### src/rtl/mdio_pkg.sv
`timescale 1ns/1ps
package mdio_pkg;
  localparam int unsigned FRAME_BITS = 64;
  localparam int unsigned IDX_W      = $clog2(FRAME_BITS);
  typedef logic [IDX_W-1:0] bit_idx_t;

  localparam bit_idx_t LAST_IDX    = bit_idx_t'(FRAME_BITS - 1);
  localparam bit_idx_t RELEASE_IDX = bit_idx_t'(46);
  localparam bit_idx_t TA2_IDX     = bit_idx_t'(47);
  localparam bit_idx_t DATA_IDX    = bit_idx_t'(48);

  localparam int unsigned WR_BIT     = 0;
  localparam int unsigned RD_BIT     = 1;
  localparam int unsigned BUSY_BIT   = 3;
  localparam int unsigned NVALID_BIT = 4;

  typedef struct packed {
    logic [15:0] data;
    logic [4:0]  phy;
    logic [4:0]  regad;
  } mdio_cmd_t;

  typedef enum logic {ST_IDLE, ST_RUN} mdio_state_e;

  function automatic logic [FRAME_BITS-1:0] build_frame(mdio_cmd_t c, logic rd);
    return {32'hFFFF_FFFF, 2'b01, (rd ? 2'b10 : 2'b01), c.phy, c.regad,
            (rd ? 2'b11 : 2'b10), (rd ? 16'hFFFF : c.data)};
  endfunction
endpackage

### src/rtl/mdio_clk_div.sv
`timescale 1ns/1ps
module mdio_clk_div #(
  parameter int unsigned HALF = 4
) (
  input  logic clk_i,
  input  logic rst_ni,
  input  logic en_i,
  output logic mdc_o,
  output logic rise_o,
  output logic fall_o
);
  localparam int unsigned CW = (HALF > 1) ? $clog2(HALF) : 1;

  logic [CW-1:0] cnt_q;
  logic          mdc_q;
  logic          wrap;

  assign wrap = (cnt_q == CW'(HALF - 1));

  always_ff @(posedge clk_i or negedge rst_ni) begin
    if (!rst_ni) begin
      cnt_q <= '0;
      mdc_q <= 1'b0;
    end else if (!en_i) begin
      cnt_q <= '0;
      mdc_q <= 1'b0;
    end else if (wrap) begin
      cnt_q <= '0;
      mdc_q <= ~mdc_q;
    end else begin
      cnt_q <= cnt_q + 1'b1;
    end
  end

  // edge strobes: the MDC transition takes effect at this clock edge
  assign rise_o = en_i && wrap && !mdc_q;
  assign fall_o = en_i && wrap &&  mdc_q;
  assign mdc_o  = mdc_q;
endmodule

### src/rtl/mdio_frame_fsm.sv
`timescale 1ns/1ps
module mdio_frame_fsm
  import mdio_pkg::*;
(
  input  logic        clk_i,
  input  logic        rst_ni,
  input  logic        start_i,
  input  logic        rd_i,
  input  mdio_cmd_t   cmd_i,
  input  logic        rise_i,
  input  logic        fall_i,
  input  logic        mdio_i,
  output logic        run_o,
  output logic        mdio_o,
  output logic        mdio_oe_o,
  output logic        done_rd_o,
  output logic [15:0] rd_data_o,
  output logic        nvalid_o
);
  mdio_state_e           state_q;
  logic                  is_rd_q;
  bit_idx_t              idx_q;
  logic [FRAME_BITS-1:0] shreg_q;
  logic [15:0]           rdata_q;
  logic                  nv_q;
  logic                  last_fall;

  assign last_fall = (state_q == ST_RUN) && fall_i && (idx_q == LAST_IDX);

  always_ff @(posedge clk_i or negedge rst_ni) begin
    if (!rst_ni) begin
      state_q <= ST_IDLE;
      is_rd_q <= 1'b0;
      idx_q   <= '0;
      shreg_q <= '0;
      rdata_q <= '0;
      nv_q    <= 1'b0;
    end else if (start_i && state_q == ST_IDLE) begin
      state_q <= ST_RUN;
      is_rd_q <= rd_i;
      idx_q   <= '0;
      shreg_q <= build_frame(cmd_i, rd_i);
      nv_q    <= 1'b0;
    end else if (state_q == ST_RUN) begin
      if (rise_i && is_rd_q) begin
        if (idx_q == TA2_IDX) nv_q <= mdio_i;  // PHY must pull low here
        if (idx_q >= DATA_IDX) rdata_q <= {rdata_q[14:0], mdio_i};
      end
      if (fall_i) begin
        if (idx_q == LAST_IDX) begin
          state_q <= ST_IDLE;
        end else begin
          idx_q   <= idx_q + 1'b1;
          shreg_q <= {shreg_q[FRAME_BITS-2:0], 1'b1};
        end
      end
    end
  end

  assign run_o     = (state_q == ST_RUN);
  assign mdio_o    = shreg_q[FRAME_BITS-1];
  assign mdio_oe_o = (state_q == ST_RUN) && (!is_rd_q || idx_q < RELEASE_IDX);
  assign done_rd_o = last_fall && is_rd_q;
  assign rd_data_o = rdata_q;
  assign nvalid_o  = nv_q;
endmodule

### src/rtl/mdio_cmd_reg.sv
`timescale 1ns/1ps
module mdio_cmd_reg
  import mdio_pkg::*;
#(
  parameter logic [4:0] PHY_ADDR_RST = 5'd3
) (
  input  logic        clk_i,
  input  logic        rst_ni,
  input  logic        we_i,
  input  logic [31:0] wdata_i,
  input  logic        busy_i,
  input  logic        done_rd_i,
  input  logic [15:0] rd_data_i,
  input  logic        nvalid_i,
  output logic        start_o,
  output logic        start_rd_o,
  output mdio_cmd_t   cmd_o,
  output logic [31:0] status_o
);
  mdio_cmd_t cmd_q;
  logic      nv_q;
  logic      accept;
  logic      unused_bits;

  assign unused_bits = ^wdata_i[5:2];
  assign accept      = we_i && !busy_i;
  assign start_o     = accept && (wdata_i[RD_BIT] || wdata_i[WR_BIT]);
  assign start_rd_o  = wdata_i[RD_BIT];
  assign cmd_o       = mdio_cmd_t'(wdata_i[31:6]);

  always_ff @(posedge clk_i or negedge rst_ni) begin
    if (!rst_ni) begin
      cmd_q <= '{data: 16'h0, phy: PHY_ADDR_RST, regad: 5'h0};
      nv_q  <= 1'b0;
    end else if (accept) begin
      cmd_q <= cmd_o;
      if (start_o) nv_q <= 1'b0;
    end else if (done_rd_i) begin
      cmd_q.data <= rd_data_i;
      nv_q       <= nvalid_i;
    end
  end

  assign status_o = {cmd_q, 1'b0, nv_q, busy_i, 3'b000};
endmodule

### src/rtl/mdio_master.sv
`timescale 1ns/1ps
module mdio_master
  import mdio_pkg::*;
#(
  parameter int unsigned MDC_HALF     = 4,
  parameter logic [4:0]  PHY_ADDR_RST = 5'd3
) (
  input  logic        clk_i,
  input  logic        rst_ni,
  input  logic        cmd_we_i,
  input  logic [31:0] cmd_wdata_i,
  output logic [31:0] status_o,
  output logic        mdc_o,
  output logic        mdio_o,
  output logic        mdio_oe_o,
  input  logic        mdio_i
);
  logic        run, rise, fall, start, start_rd, done_rd, nvalid;
  logic [15:0] rd_data;
  mdio_cmd_t   cmd;

  mdio_cmd_reg #(.PHY_ADDR_RST(PHY_ADDR_RST)) u_cmd (
    .clk_i, .rst_ni,
    .we_i(cmd_we_i), .wdata_i(cmd_wdata_i), .busy_i(run),
    .done_rd_i(done_rd), .rd_data_i(rd_data), .nvalid_i(nvalid),
    .start_o(start), .start_rd_o(start_rd), .cmd_o(cmd), .status_o(status_o)
  );

  mdio_clk_div #(.HALF(MDC_HALF)) u_div (
    .clk_i, .rst_ni, .en_i(run), .mdc_o(mdc_o), .rise_o(rise), .fall_o(fall)
  );

  mdio_frame_fsm u_fsm (
    .clk_i, .rst_ni,
    .start_i(start), .rd_i(start_rd), .cmd_i(cmd),
    .rise_i(rise), .fall_i(fall), .mdio_i(mdio_i),
    .run_o(run), .mdio_o(mdio_o), .mdio_oe_o(mdio_oe_o),
    .done_rd_o(done_rd), .rd_data_o(rd_data), .nvalid_o(nvalid)
  );
endmodule

### config.mk
export PLATFORM = sky130hd
export DESIGN_NAME = mdio_master
export DESIGN_NICKNAME = d
export VERILOG_FILES = /design/src/rtl/mdio_pkg.sv /design/src/rtl/mdio_clk_div.sv /design/src/rtl/mdio_frame_fsm.sv /design/src/rtl/mdio_cmd_reg.sv /design/src/rtl/mdio_master.sv
export SDC_FILE = /design/constraint.sdc
export NUM_CORES = 1
export LEC_CHECK = 0
export BUFFER_PORTS_ARGS = -buffer_cell sky130_fd_sc_hd__buf_2
export CELL_PAD_IN_SITES_DETAIL_PLACEMENT = 1
export CELL_PAD_IN_SITES_GLOBAL_PLACEMENT = 2
export CORE_MARGIN = 3
export CORE_UTILIZATION = 33
export DETAILED_ROUTE_END_ITERATION = 10
export PLACE_DENSITY_LB_ADDON = 0.12
export SYNTH_ARGS = -nofsm -noshare
export SYNTH_HDL_FRONTEND = slang
export SYNTH_SLANG_ARGS = --single-unit
### constraint.sdc
create_clock -name clk_i -period 1.9 [get_ports clk_i]
set_input_delay 0.38 -clock clk_i [delete_from_list [all_inputs] [get_ports clk_i]]
set_output_delay 0.38 -clock clk_i [all_outputs]
set_load 0.1 [all_outputs]
# ---- Word-level counts from Yosys, hierarchy flattened
# Cells that the tools add are included.
dict set report totals {
  inputBits 36
  reg_bits 119
}
dict set report classes {
  magnitude_cmp 2
  mux 28
  n_addsub 2
  reduce_logical 25
  bitwise_logic 3
  eq_ne 6
}
# operator count
set ops {}
lappend ops {{64-bit two-way mux} 4}
lappend ops {{16-bit two-way mux} 3}
lappend ops {{6-bit two-way mux} 4}
lappend ops {{1-bit two-way mux} 14}
lappend ops {{6-bit equality test, second input constant} 2}
lappend ops {{1-bit logical AND} 11}
lappend ops {{2-bit nonzero test} 5}
lappend ops {{6-bit by 1-bit adder with 6-bit output, second input constant} 1}
lappend ops {{6-bit greater-or-equal comparator, second input constant} 1}
lappend ops {{6-bit < comparator, second input constant} 1}
lappend ops {{2-bit two-way mux} 3}
lappend ops {{3-bit AND reduction} 2}
lappend ops {{2-bit by 1-bit inequality test with 1-bit output, second input constant} 2}
lappend ops {{4-bit AND reduction} 1}
lappend ops {{1-bit logical NOT} 3}
lappend ops {{1-bit inverter} 3}
lappend ops {{2-bit by 1-bit adder with 2-bit output, second input constant} 1}
lappend ops {{2-bit equality test, second input constant} 1}
lappend ops {{1-bit logical OR} 2}
lappend ops {{2-bit inequality test, second input constant} 1}
lappend ops {{2-bit AND reduction} 1}

# ---- Depth between registers and ports, before layout
# Gate-level depths: netlist of run 1.
dict set report depth {
  ltp_word 8
  ltp_mapped 8
}

# ---- Modules after synthesis
# Synthesis of run 1 repeated with hierarchy kept, for this count alone.
dict set report hier_totals {
  cells_unflattened 523
  hier_area_um2 5860.6
}
# mod seq_area_each_um2 instances area_per_inst_um2 cells_each
set by_module_without_submodules {}
lappend by_module_without_submodules {mdio_frame_fsm 2227.1 1 4157.7 398}
lappend by_module_without_submodules {mdio_cmd_reg 678.2 1 1571.5 114}
lappend by_module_without_submodules {mdio_clk_div 75.1 1 131.4 11}

# ---- Worst setup path after synthesis of run 1
# Ideal clock, no wire load.
dict set report synth_path {
  kind {register -> register}
  start {register u_div.mdc_q, in the netlist u_div.mdc_o}
  end {register u_cmd.cmd_q, in the netlist u_cmd.status_o[21]}
  path_buffers 2
  path_stages_with_launch 7
  t_arrival_ps 2213
  slack_ps -433
  synth_period_minus_slack_ps 2333
  required_time_ps 1780
  path_cell_list {dfrtp_1 -> buf_2 -> inv_1 -> nor4_4 -> nor2_4 -> buf_6 -> a21o_1}
}
dict set report synth_between {
  elab_chain_cells 5
}
# item line_no
set synth_lines {}
lappend synth_lines {{start: declaration} mdio_clk_div.sv:15} ;# logic mdc_q;
lappend synth_lines {{start signal: assignment} mdio_clk_div.sv:29} ;# mdc_q <= ~mdc_q;
lappend synth_lines {{1-bit logical AND} mdio_clk_div.sv:37} ;# assign fall_o = en_i && wrap && mdc_q;
lappend synth_lines {{1-bit logical AND (2 in a row)} mdio_frame_fsm.sv:28} ;# assign last_fall = (state_q == ST_RUN) && fall_i && (idx_q == LAST_IDX);
lappend synth_lines {{1-bit logical AND} mdio_frame_fsm.sv:63} ;# assign done_rd_o = last_fall && is_rd_q;
lappend synth_lines {{2-bit nonzero test (no source line)} --}
lappend synth_lines {{end signal: assignment} mdio_cmd_reg.sv:33} ;# cmd_q <= '{data: 16'h0, phy: PHY_ADDR_RST, regad: 5'h0};
lappend synth_lines {{end signal: assignment} mdio_cmd_reg.sv:36} ;# cmd_q <= cmd_o;
lappend synth_lines {{end: declaration} mdio_cmd_reg.sv:20} ;# mdio_cmd_t cmd_q;
# Every way passes these cells.
# A chain may end at the register's enable or synchronous reset.

# ---- Final worst setup path of run 1
dict set report layout_path {
  start {register u_fsm.idx_q[4]}
  end {output port mdio_oe_o}
}
dict set report layout_between {
  elab_chain_cells 3
}
# item line_no
set layout_lines {}
lappend layout_lines {{start: declaration} mdio_frame_fsm.sv:22} ;# bit_idx_t idx_q;
lappend layout_lines {{start signal: assignment} mdio_frame_fsm.sv:53} ;# idx_q <= idx_q + 1'b1;
lappend layout_lines {{6-bit < comparator} mdio_frame_fsm.sv:62} ;# assign mdio_oe_o = (state_q == ST_RUN) && (!is_rd_q || idx_q < RELEASE_IDX);
lappend layout_lines {{1-bit logical OR} mdio_frame_fsm.sv:62}
lappend layout_lines {{1-bit logical AND} mdio_frame_fsm.sv:62}
lappend layout_lines {{end: declaration} mdio_master.sv:15} ;# output logic mdio_oe_o,
# Every way passes these cells.

==> impl_results.md, run 1 <==
* Status: completed
* Number of iterations in the first detailed-routing pass at 4
* Area growth from synthesis to layout at 27.26%
* Clock-pin transition on the worst setup and hold timing paths at approximately 0.050 ns
* Number of global-route vias before repair at about 3900
* Number of top-level pins at 71
* Dpl hpwl at between 7 and 8 mm
* Effective utilization at floorplan at 0.3428
* Cell area after technology mapping at ~5100 µm²
* Grt total ovfl at 0
* Commonest non-fill, non-tap cell in the layout: dfrtp_1
* Total placed cells including tap cells at 701
* Slew Limit Headroom at 0.5107
* Post-Syn Instances at about 460
* Data arrival, critical path at 1.46 ns
* Setup repair after global routing missed its margin: no
* Post-Route Utilization at 0.4362
* Main area contributors after synthesis: dfrtp_1 58%, nand2_1 6.5%, mux2_2 6.0%
* Req. time, crit path at roughly 1.5 ns
* Antenna violations before repair at 0
* Mean Syn Cell Area at 10.97 µm²
* Input/output buffers at 62
* Start point of the worst min-delay path: cmd_wdata_i[15]
* Number of nets still failing antenna checks after routing at 0
* Initial DRC count at between 150 and 200
* Critical Path Sink Type: primary output
* Least-Margin Pin Slew at 0.7339 ns
* Number of synthesized flops with an enable pin at 0
* Post-route fraction of the period consumed by the critical path at 0.9658
* Type of the worst setup path: reg -> out
* Global-route total usage across every layer at 0.1561
* CTS Sinks at around 120
* Routability Congestion at 0.7229
* Largest net degree at the start of global routing at 53
* Maximum vdd ir drop at 1669 µV
* Horizontal die dimension at 129.8 µm
* Ant. Diodes at 0
* Most frequent cells in the layout: 116 x dfrtp_1, 87 x nand2_1, 60 x buf_2
* Vias per cell at a little over 5
* Clock root cell: clkbuf_16
* Ratio of total power to cell area at between 1500 and 2000 nW/µm²
* Number of buffers inserted during clock tree synthesis at 17
* Longest individual stage delay on the worst path at roughly 0.37 ns
* Final Max Slew Viols at 0
* Reported max-cap violation count at 0
* Tmin final at approximately 1.8 ns
* Setup slack, reg-to-reg at 0.13 ns
* Number of standard-cell rows in the floorplan at 44
* Distinct cell type count after synthesis at 42
* Clock latency on the worst-skew pair at 0.42 ns
* Highest Clock Rate at approximately 540 MHz
* Synthesis warning total at 0
* Fill count at roughly 1600
* Worst r2r src: u_fsm.idx_q[1]$_DFFE_PN0P_
* Die boundary height at 129.8 µm
* Clock tree from TritonCTS: built
* Count of endpoints failing hold in the final timing report at 0
* Leakage power figure at between 3 and 4 nW
* Number of levels the H-tree was split into at 4
* Post-route clock skew at between 0.008 and 0.009 ns
* Worst hold path class: in -> reg
* Cell taking the most area after synthesis: dfrtp_1
* Commonest register cell after synthesis: dfrtp_1
* Die footprint at ~17000 µm²
* Synth async-reset ratio at 1.000
* Fraction of layout instances using a drive strength above 1 at 0.2914
* Area inside the core boundary at between 10000 and 15000 µm²
* Startpoint of the most critical setup path: u_fsm.idx_q[4]$_DFFE_PN0P_
* Via count at 3758
* Series of cell instances along the critical path: buf_4, a31oi_4, o21a_1, buf_12
* DR WL/cell at between 15 and 20 µm
* Min Hold Slack at 0.2113 ns
* Number of standard cells in the final layout excluding fillers at 740
* Cell with the largest stage delay on the worst path: dfrtp_1
* DRC violation count after routing at 0
* Number of failing setup endpoints in the final timing report at 0
* Global-route wire length before repair at roughly 20 mm
* Top cell type's share of synthesized area at 0.5789
* Top fanout value on the critical path at 7
* Final Routed Wirelength at around 13 mm
* Buffers from clock root to sink, at most at 2
* Startpoint types: flop
* Total of flip-flops plus latches after synthesis at between 100 and 150
* Sequential share of the synthesized area at 0.5893
* Net count of the finished layout at between 500 and 600
worst paths after layout:
| kind | end | depth (start not counted) |
|---|---|---|
| worst max-delay path | mdio_oe_o | 4 |
| worst min-delay path | u_fsm.shreg_q[27]$_DFFE_PN0P_ | 3 |
| worst max register to register | u_cmd.status_o[23]$_DFFE_PN0P_ | 7 |
| worst min register to register | u_div.cnt_q[0]$_DFF_PN0_ | 1 |
| max in group asynchronous | u_cmd.status_o[12]$_DFFE_PN1N_ | 3 |
| min in group asynchronous | u_fsm.shreg_q[61]$_DFFE_PN0P_ | 2 |
cell usage after synthesis, types with 2 or more instances:
| cell type | instances |
|---|---|
| ha_1 | 2 |
| a22o_1 | 16 |
| xnor2_1 | 2 |
| a21o_1 | 17 |
| o2bb2ai_1 | 15 |
| a21oi_1 | 22 |
| buf_6 | 2 |
| mux2i_1 | 2 |
| nor2_1 | 19 |
| clkbuf_1 | 8 |
| dfrtp_1 | 117 |
| buf_1 | 7 |
| a221o_1 | 9 |
| a31oi_1 | 2 |
| buf_4 | 6 |
| dfstp_2 | 2 |
| buf_2 | 16 |
| a211oi_1 | 2 |
| nand3b_1 | 2 |
| nand2_1 | 88 |
| and3_1 | 11 |
| nor3_1 | 2 |
| mux2_2 | 27 |
| and2_1 | 3 |
| o21a_1 | 2 |
| nand3_1 | 43 |
| o21ai_0 | 2 |
area by class of cell:
cell class              count  area [µm²]  area share
multi-input cells         305        1941      0.3015
flip-flops and latches    119        2984      0.4636
clock buffers              28       486.7     0.07562
well taps                 184       230.2     0.03577
inverters                   1       3.754   0.0005832
clock inverters             4       47.55    0.007387
repair buffers             99       743.2      0.1155
critical path, delay by kind of cell (launching register included):
family | cells | cell delay, ns
DFF | 1 | 0.37
buffers and inverters | 2 | 0.35
AOI/OAI and AO/OA | 2 | 0.32
metal layers:
| metal | GRT usage | routed length, µm | vias up |
|---|---|---|---|
| li1 | - | - | 1785 |
| met1 | 0.2220 | 6259 | 1890 |
| met2 | 0.2251 | 5687 | 71 |
| met3 | 0.04298 | 482 | 12 |
| met4 | 0.06418 | 175 | 0 |
| met5 | 0 | 0 | - |
state kept, by name (all words and copies together) (netlist names):
register         count
u_fsm.idx_q          6
u_cmd.nv_q           1
u_div.cnt_q          2
u_fsm.nvalid_o       1
u_cmd.status_o      26
u_fsm.rd_data_o     16
u_div.mdc_o          1
u_fsm.is_rd_q        1
u_fsm.shreg_q       64
u_fsm.run_o          1
repair_timing:
action / 4_1_cts / 5_1_grt
endpoints found under the setup margin: 16 / 40
hold endpoints to repair: 22 / 0
pin swaps: 1 / 3
setup buffers: 0 / 5
hold buffers: 1 / 0
gates resized for setup: 4 / 7
gates cloned: 0 / 1
stage by stage:
stage / area, µm² / setup TNS (ns) / setup WS (ns) / total power (W)
floorplan: 5079 / 0 / 0.05211 / 0.007182
global placement: 5767 / -0.6914 / -0.04728 / 0.008003
detailed placement: 5767 / -0.8214 / -0.04778 / 0.008093
CTS: 6332 / 0 / 0.01001 / 0.01115
global route: 6436 / 0 / 0.001022 / 0.01172
finish: 6436 / 0 / 0.06496 / 0.01107
cells by family (layout without fill, tap and decap cells):
logic type / Yosys count / after routing / share of synthesized area
buffers and inverters: 40 / 132 / 0.04107
other: 1 / 4 / 0.0007415
muxes: 29 / 29 / 0.06408
DFF: 119 / 119 / 0.5893
AOI/OAI and AO/OA: 90 / 90 / 0.1333
and+or+nand+nor: 177 / 177 / 0.1613
adders and majority gates: 2 / 2 / 0.004947
xor gates and xnor gates: 3 / 3 / 0.005196
power by group:
part | internal [W] | switching [W]
sequential | 0.00346 | 0.000498
clock | 0.00186 | 0.00108
combinational | 0.00117 | 0.00300
total | 0.00650 | 0.00458
No activity file was read; power rests on OpenSTA's default activity.
==> run 2, diff against run 1 <==
--- a/config.mk
+++ b/config.mk
@@ -9,9 +9,10 @@
 export CELL_PAD_IN_SITES_DETAIL_PLACEMENT = 1
 export CELL_PAD_IN_SITES_GLOBAL_PLACEMENT = 2
 export CORE_MARGIN = 3
-export CORE_UTILIZATION = 33
+export CORE_UTILIZATION = 35
 export DETAILED_ROUTE_END_ITERATION = 10
 export PLACE_DENSITY_LB_ADDON = 0.12
 export SYNTH_ARGS = -nofsm -noshare
 export SYNTH_HDL_FRONTEND = slang
+export SYNTH_HIERARCHICAL = 1
 export SYNTH_SLANG_ARGS = --single-unit
==> run 2 against run 1 <==
The flow now finishes with violations (negative setup slack). Power increased by 13%. Non-clock buffer count increased by 16. First-iteration DRC count increased by 35%. Cell count is 9.2% higher. Core utilization up 0.93 points. Sequential share of layout area decreased by 4.8 points. Combinational power rose by 26%. Synthesized cell count increased by 13%. Maximum frequency down 7.3%. Wire length increased by 21%. Clock skew is 0.00096 ns lower. Flip-flop and latch count is the same. Highest routed layer unchanged.
==> impl_results.md, run 2 <==
* Status: complete, but fails checks (was completed)
* Violated checks: negative setup slack
* Setup repair after global routing missed its margin: yes (was no)
* Total power after layout at 0.01248 W (was 0.01107 W)
* Simple-gate portion of the synthesized area at 0.09266 (was 0.1613)
* Area inside the core boundary at 16120 µm² (was 14750 µm²)
* Horizontal die dimension at 135.4 µm (was 129.8 µm)
* Post-route clock skew at 0.007854 ns (was 0.008812 ns)
* Leakage power figure at 3.125 nW (was 3.113 nW)
* Cell taking the most area after synthesis: dfrtp_1 (unchanged)
* Number of iterations in the first detailed-routing pass at 4 (unchanged)
* Distinct cell type count after synthesis at 46 (was 42)
* Slew Limit Headroom at 0.6141 (was 0.5107)
* Mean Syn Cell Area at 11.21 µm² (was 10.97 µm²)
* Grt total ovfl at 0 (unchanged)
* Synth async-reset ratio at 1.000 (unchanged)
* Top cell type's share of synthesized area at 0.4996 (was 0.5789)
* Antenna violations before repair at 0 (unchanged)
* Number of levels the H-tree was split into at 4 (unchanged)
* Req. time, crit path at 2.19 ns (was 1.52 ns)
* Highest Clock Rate at 505.3 MHz (was 544.9 MHz)
* Reported max-cap violation count at 0 (unchanged)
* Setup ws final at -0.07891 ns (was 0.06496 ns)
* Leading post-synthesis cells by instance count: 117 x dfrtp_1, 48 x nor2_1, 47 x o211ai_1 (was 117 x dfrtp_1, 88 x nand2_1, 43 x nand3_1)
* Main area contributors after synthesis: dfrtp_1 50%, mux2_2 8.1%, o211ai_1 6.0% (was dfrtp_1 58%, nand2_1 6.5%, mux2_2 6.0%)
* Final Max Slew Viols at 0 (unchanged)
* Min Hold Slack at 0.2134 ns (was 0.2113 ns)
* Leading cell type by number of instances after synthesis: dfrtp_1 (unchanged)
* Maximum vdd ir drop at 981.7 µV (was 1669 µV)
* Register containing the most flip-flops in the final layout: u_fsm/shreg_q (was u_fsm.shreg_q)
* Vias per cell at 5.271 (was 5.078)
* Post-Syn Instances at 523 (was 461)
* Main combinational cell family by area after synthesis: compound AO/OA/AOI/OAI gates (was simple AND/OR/NAND/NOR gates)
* Cell area after technology mapping at 5861 µm² (was 5057 µm²)
* Clock latency on the worst-skew pair at 0.41 ns (was 0.42 ns)
* Net count of the finished layout at 618 (was 581)
* Clock root cell: clkbuf_16 (unchanged)
* Buffers from clock root to sink, at most at 2 (unchanged)
* Effective utilization at floorplan at 0.3637 (was 0.3428)
* DR WL/cell at 18.84 µm (was 17.03 µm)
* Top fanout value on the critical path at 8 (was 7)
* Fraction of layout instances using a drive strength above 1 at 0.3767 (was 0.2914)
* Number of standard-cell rows in the floorplan at 46 (was 44)
* Final Routed Wirelength at 15.22 mm (was 12.60 mm)
* Most frequent cells in the layout: 116 x dfrtp_1, 60 x buf_2, 47 x nor2_1, 47 x o211ai_1, 37 x mux2_2 (was 116 x dfrtp_1, 87 x nand2_1, 60 x buf_2)
* Synthesis warning total at 6 (was 0)
* Count of endpoints failing hold in the final timing report at 0 (unchanged)
* DRC violation count after routing at 0 (unchanged)
* Die footprint at 18330 µm² (was 16850 µm²)
* Area of placed instances at 6365 µm² (was 5767 µm²)
* Clock-pin transition on the worst setup and hold timing paths at 0.05 ns (about the same)
* Synthesized-area fraction occupied by ao, oa, aoi and oai cells at 0.1644 (was 0.1333)
* Number of nets still failing antenna checks after routing at 0 (unchanged)
* Ratio of total power to cell area at 1737 nW/µm² (was 1720 nW/µm²)
* Share of cell area taken by muxes after synthesis at 0.1407 (was 0.06408)
* Dpl hpwl at 9.407 mm (was 7.816 mm)
* Number of flip-flops under the largest register name at 64 (unchanged)
* Post-Synth Adder-Cell Area at 0.004270 (was 0.004948)
* Via count at 4259 (was 3758)
* Critical Path Sink Type: flop (was primary output)
* Area growth from synthesis to layout at 22.52% (was 27.26%)
* Data arrival, critical path at 2.27 ns (was 1.46 ns)
* Post-route fraction of the period consumed by the critical path at 1.042 (was 0.9658)
* Total of flip-flops plus latches after synthesis at 119 (unchanged)
* Sequential share of the synthesized area at 0.5085 (was 0.5893)
* CTS Sinks at 119 (unchanged)
* Initial DRC count at 257 (was 190)
* Startpoint types: flop (unchanged)
* Worst hold path class: in -> reg (unchanged)
* Number of buffers inserted during clock tree synthesis at 17 (unchanged)
* Commonest non-fill, non-tap cell in the layout: dfrtp_1 (unchanged)
* Largest net degree at the start of global routing at 62 (was 53)
* Tmin final at 1.979 ns (was 1.835 ns)
* Input/output buffers at 62 (unchanged)
* Fill count at 1749 (was 1641)
* Type of the worst setup path: reg -> reg (was reg -> out)
* Number of failing setup endpoints in the final timing report at 17 (was 0)
* Global-route total usage across every layer at 0.1723 (was 0.1561)
* Number of global-route vias before repair at 4661 (was 3903)
* Die boundary height at 135.4 µm (was 129.8 µm)
* Number of top-level pins at 71 (unchanged)
* Area of all placed cells without fillers at 7181 µm² (was 6436 µm²)
* Ant. Diodes at 0 (unchanged)
* Number of synthesized flops with an enable pin at 0 (unchanged)
* Clock tree from TritonCTS: built (unchanged)
* Global-route wire length before repair at 25.02 mm (was 20.37 mm)
* Commonest register cell after synthesis: dfrtp_1 (unchanged)
* Share of the synthesized netlist area taken by xor and xnor gates at 0.001494 (was 0.005195)
* Least-Margin Pin Slew at 0.5788 ns (was 0.7339 ns)
* Routability Congestion at 0.7552 (was 0.7229)
==> run 2: cell types whose count changed in the layout (fill, tap and decap cells not counted), sizes merged, moves of 12 or more <==
cell | previous run | this run
a2bb2oi | 0 | 12
nand3 | 44 | 16
a21o | 17 | 1
a22o | 16 | 0
a21oi | 22 | 6
mux2 | 27 | 61
nor2 | 20 | 48
nand2 | 88 | 10
o21ai | 3 | 36
o211ai | 0 | 47
o2bb2ai | 15 | 0
buf | 97 | 112
==> run 2: stage by stage <==
| stage | utilization | instances | setup TNS, ns | setup slack (ns) |
|---|---|---|---|---|
| global route | 0.4456 | 808 | -2.533 | -0.1641 |
| global placement | 0.3950 | 764 | -1.429 | -0.1153 |
| detailed placement | 0.3950 | 764 | -2.273 | -0.1737 |
| finish | 0.4456 | 808 | -0.9612 | -0.07891 |
| floorplan | - | 526 | -7.890 | -0.4328 |
| CTS | 0.4321 | 798 | -0.6929 | -0.05923 |
==> run 2: final timing paths <==
kind / from / to / slack (ns) / cells past startpoint
max in group asynchronous: rst_ni / u_cmd/status_o[12]$_DFFE_PN1P_ / 0.79 / 3
setup reg to reg: u_fsm/idx_q[1]$_DFFE_PN0P_ / u_cmd/status_o[18]$_DFFE_PN0P_ / -0.08 / 7
hold / removal: cmd_wdata_i[14] / u_cmd/status_o[14]$_DFFE_PN0P_ / 0.21 / 2
setup / recovery: u_fsm/idx_q[1]$_DFFE_PN0P_ / u_cmd/status_o[18]$_DFFE_PN0P_ / -0.08 / 7
min in group asynchronous: rst_ni / u_fsm/rd_data_o[7]$_DFFE_PN0P_ / 0.47 / 2
hold reg to reg: u_cmd/status_o[6]$_DFFE_PN0P_ / u_cmd/status_o[6]$_DFFE_PN0P_ / 0.50 / 1
==> run 2: final cells by class <==
cell class	count	area (µm²)	area share
clock buffer	24	491.7	0.06848
clock inverter	7	46.29	0.006447
inverter	4	15.01	0.002091
multi-input combinational	323	2469	0.3438
sequential	119	2984	0.4156
tap	216	270.3	0.03764
timing repair buffer	115	904.6	0.1260
==> run 2: worst max-delay path, cell delays in order (launching register included) <==
cell       delay [ns]
dfrtp_1          0.40
ha_4             0.16
nand3_2          0.14
nor2_2           0.14
and3_4           0.27
clkbuf_16        0.19
mux2_4           0.29
mux2_4           0.25
==> run 2: kinds of logic after synthesis <==
logic type / count (synthesis)
compound gates: 135
xor+xnor: 1
fa+ha+maj: 2
buf+inv: 84
flops: 119
mux: 68
other cells: 1
simple gates: 113
==> run 2: per-layer routing <==
layer | vias to the layer above | GRT usage | part of all wire | routed length, µm
met5 | - | 0 | 0 | 0
met4 | 0 | 0.04535 | 0.0099 | 151
met3 | 11 | 0.04458 | 0.030 | 458
met2 | 76 | 0.2765 | 0.48 | 7375
met1 | 2200 | 0.2330 | 0.48 | 7236
li1 | 1972 | - | - | -
==> run 2: repair_timing <==
action                                 in CTS  in global routing
cloned                                      0                  2
resized for setup                           5                 24
endpoints found under the hold margin      25                  0
pin swaps                                   2                  7
hold buffers                                1                  0
buffers inserted                            2                  8
setup endpoints to repair                  19                 62
==> run 2: power by group <==
part,switching [W],internal [W]
clock network,0.00113,0.00179
logic,0.00357,0.00169
registers,0.000668,0.00363
==> run 3, diff against run 2 <==
--- a/config.mk
+++ b/config.mk
@@ -5,11 +5,12 @@
 export SDC_FILE = /design/constraint.sdc
 export NUM_CORES = 1
 export LEC_CHECK = 0
+export ABC_AREA = 1
 export BUFFER_PORTS_ARGS = -buffer_cell sky130_fd_sc_hd__buf_2
 export CELL_PAD_IN_SITES_DETAIL_PLACEMENT = 1
 export CELL_PAD_IN_SITES_GLOBAL_PLACEMENT = 2
 export CORE_MARGIN = 3
-export CORE_UTILIZATION = 35
+export CORE_UTILIZATION = 31
 export DETAILED_ROUTE_END_ITERATION = 10
 export PLACE_DENSITY_LB_ADDON = 0.12
 export SYNTH_ARGS = -nofsm -noshare
==> run 3 against run 2 <==
Sequential power down 18%. Wire length down 8.0%. Maximum frequency up 9.2%. Largest cell class unchanged. Combinational power down 33%. Global-route usage down 2.0 points. The flow now finishes without violations. Synthesized area down 6.4%. Setup slack better by 0.17 ns.
==> impl_results.md, run 3 <==
* Status: completed (was complete, but fails checks)
* Effective utilization at floorplan at 0.3173 (was 0.3637)
* Clock latency on the worst-skew pair at 0.42 ns (was 0.41 ns)
* Horizontal die dimension at 139.1 µm (was 135.4 µm)
* Die boundary height at 139.1 µm (was 135.4 µm)
* Via count at 4331 (was 4259)
* Leakage power figure at 3.260 nW (was 3.125 nW)
* Top cell type's share of synthesized area at 0.5335 (was 0.4996)
* Longest individual stage delay on the worst path at 0.45 ns (was 0.40 ns)
* Clock-pin transition on the worst setup and hold timing paths at 0.06 ns (was 0.05 ns)
* Leading post-synthesis cells by instance count: 181 x nand2_1, 125 x nor2_1, 117 x dfrtp_1 (was 117 x dfrtp_1, 48 x nor2_1, 47 x o211ai_1)
* Req. time, crit path at 1.52 ns (was 2.19 ns)
* Number of nets still failing antenna checks after routing at 0 (unchanged)
* Gate family responsible for the most delay along the worst path: flip-flops (was simple AND/OR/NAND/NOR gates)
* Net count of the finished layout at 751 (was 618)
* Total negative slack for setup checks at 0 ns (was -0.9612 ns)
* Tmin final at 1.812 ns (was 1.979 ns)
* Fraction of layout instances using a drive strength above 1 at 0.2011 (was 0.3767)
* Data arrival, critical path at 1.43 ns (was 2.27 ns)
* Global-route total usage across every layer at 0.1523 (was 0.1723)
* Initial DRC count at 176 (was 257)
* Number of levels the H-tree was split into at 4 (unchanged)
* Post-Syn Instances at 668 (was 523)
* Final Max Slew Viols at 0 (unchanged)
* Global-route wire length before repair at 23.77 mm (was 25.02 mm)
* Number of top-level pins at 71 (unchanged)
* Main area contributors after synthesis: dfrtp_1 53%, nand2_1 12%, nor2_1 8.5% (was dfrtp_1 50%, mux2_2 8.1%, o211ai_1 6.0%)
* DR WL/cell at 14.69 µm (was 18.84 µm)
* Synth async-reset ratio at 1.000 (unchanged)
* Total of flip-flops plus latches after synthesis at 119 (unchanged)
* Cell area after technology mapping at 5488 µm² (was 5861 µm²)
* Dpl hpwl at 9.586 mm (was 9.407 mm)
* Commonest non-fill, non-tap cell in the layout: nand2_1 (was dfrtp_1)
* Sequential cell area in the final layout at 2984 µm² (unchanged)
* Number of buffers inserted during clock tree synthesis at 17 (unchanged)
* Clock tree from TritonCTS: built (unchanged)
* Fill count at 2084 (was 1749)
* Cell with the largest stage delay on the worst path: dfrtp_2 (was dfrtp_1)
* Clock root cell: clkbuf_16 (unchanged)
* Area inside the core boundary at 17300 µm² (was 16120 µm²)
* Commonest register cell after synthesis: dfrtp_1 (unchanged)
* Register containing the most flip-flops in the final layout: u_fsm/shreg_q (unchanged)
* Area of the multi-input gates at 1976 µm² (was 2469 µm²)
* Post-route clock skew at 0.009505 ns (was 0.007854 ns)
* CTS Sinks at 119 (unchanged)
* Post-route fraction of the period consumed by the critical path at 0.9539 (was 1.042)
* Post-Route Utilization at 0.3835 (was 0.4456)
* Series of cell instances along the critical path: nand2_4, o21ai_2, a21oi_2, buf_12 (was ha_4, nand3_2, nor2_2, and3_4, clkbuf_16, mux2_4, mux2_4)
* Antenna violations before repair at 2 (was 0)
* Largest net degree at the start of global routing at 54 (was 62)
* DRC violation count after routing at 0 (unchanged)
* Sequential share of the synthesized area at 0.5431 (was 0.5085)
* Most frequent cells in the layout: 179 x nand2_1, 124 x nor2_1, 114 x dfrtp_1 (was 116 x dfrtp_1, 60 x buf_2, 47 x nor2_1, 47 x o211ai_1, 37 x mux2_2)
* Grt total ovfl at 0 (unchanged)
* Setup repair after global routing missed its margin: no (was yes)
* Crit path buf inv count at 1 (unchanged)
* Distinct cell type count after synthesis at 26 (was 46)
* Number of global-route vias before repair at 4609 (was 4661)
* Highest Clock Rate at 551.7 MHz (was 505.3 MHz)
* Number of iterations in the first detailed-routing pass at 4 (unchanged)
* Vias per cell at 4.545 (was 5.271)
* Leading cell type by number of instances after synthesis: nand2_1 (was dfrtp_1)
* Cell taking the most area after synthesis: dfrtp_1 (unchanged)
* Number of synthesized flops with an enable pin at 0 (unchanged)
* Critical Path Sink Type: primary output (was flop)
* Top fanout value on the critical path at 6 (was 8)
* Final Routed Wirelength at 14.00 mm (was 15.22 mm)
* Routability Congestion at 0.7701 (was 0.7552)
* Count of endpoints failing hold in the final timing report at 0 (unchanged)
* Number of failing setup endpoints in the final timing report at 0 (was 17)
* Buffers from clock root to sink, at most at 2 (unchanged)
* Worst hold path class: in -> reg (unchanged)
* Worst-case setup slack after placement at 0.07494 ns (was -0.1737 ns)
* Ratio of total power to cell area at 1601 nW/µm² (was 1737 nW/µm²)
* Input/output buffers at 62 (unchanged)
* Die footprint at 19330 µm² (was 18330 µm²)
* Startpoint types: flop (unchanged)
* Maximum vdd ir drop at 746.1 µV (was 981.7 µV)
* Type of the worst setup path: reg -> out (was reg -> reg)
* Area growth from synthesis to layout at 20.86% (was 22.52%)
* Setup ws final at 0.08756 ns (was -0.07891 ns)
* Number of flip-flops under the largest register name at 64 (unchanged)
* Number of standard-cell rows in the floorplan at 48 (was 46)
* Mean Syn Cell Area at 8.215 µm² (was 11.21 µm²)
* Synthesis warning total at 6 (unchanged)
* Min Hold Slack at 0.1719 ns (was 0.2134 ns)
* Reported max-cap violation count at 0 (unchanged)
==> run 3: timing repair <==
item | in CTS | in global routing
hold buffers | 1 | 0
pin swaps | 2 | 1
setup endpoints to repair | 2 | 36
buffers inserted | 0 | 3
endpoints found under the hold margin | 16 | 0
resized for setup | 3 | 9
==> run 3: cell families after synthesis <==
family	share of synthesized area
flip-flops	0.5431
AO/OA/AOI/OAI	0.03876
adder cells (fa/ha/maj)	0.004559
buffers and inverters	0.1047
AND/OR/NAND/NOR	0.3083
other	0.0006833
==> run 3: final timing paths <==
kind | from | to | slack, ns | cells after the start
hold reg to reg | u_div/cnt_q[0]$_DFF_PN0_ | u_div/cnt_q[0]$_DFF_PN0_ | 0.43 | 1
hold / removal | cmd_wdata_i[15] | u_cmd/status_o[15]$_DFFE_PN0P_ | 0.17 | 3
max in group asynchronous | rst_ni | u_cmd/status_o[12]$_DFFE_PN1P_ | 0.91 | 3
min in group asynchronous | rst_ni | u_fsm/shreg_q[37]$_DFFE_PN0P_ | 0.39 | 2
setup reg to reg | u_fsm/idx_q[1]$_DFFE_PN0P_ | u_cmd/status_o[23]$_DFFE_PN0P_ | 0.15 | 9
setup / recovery | u_fsm/idx_q[5]$_DFFE_PN0P_ | mdio_oe_o | 0.09 | 4
==> run 3: per-layer routing <==
metal  wire length, µm  track usage
met1              6858       0.2090
met2              6580       0.2347
met3               363      0.04414
met4               196      0.04531
met5                 0            0
==> run 3: worst min-delay path: cells and delay by family <==
kind | cells | cell delay, ns
simple gates | 2 | 0.09
buf+inv | 1 | 0.09
==> run 3: final cells by class <==
| cell class | count | share of cell area |
|---|---|---|
| antenna | 2 | 0.0007546 |
| clock buffer | 19 | 0.06829 |
| clock inverter | 13 | 0.03037 |
| inverter | 37 | 0.02169 |
| multi-input combinational | 452 | 0.2979 |
| sequential | 119 | 0.4499 |
| tap | 225 | 0.04244 |
| timing repair buffer | 86 | 0.08866 |
==> run 3: report_power, final <==
| part | internal [W] | total, W | switching (W) |
|---|---|---|---|
| sequential | 0.00320 | 0.00353 | 0.000338 |
| clock | 0.00239 | 0.00356 | 0.00117 |
| combinational | 0.000779 | 0.00353 | 0.00275 |
==> run 3: per-stage QoR <==
step / std cells / total power [W] / cell area [µm²]
floorplan: 671 / 0.006379 / 5504
global placement: 915 / 0.007027 / 5912
detailed placement: 915 / 0.007106 / 5912
CTS: 948 / 0.01075 / 6580
global route: 953 / 0.01125 / 6633
finish: 953 / 0.01062 / 6633
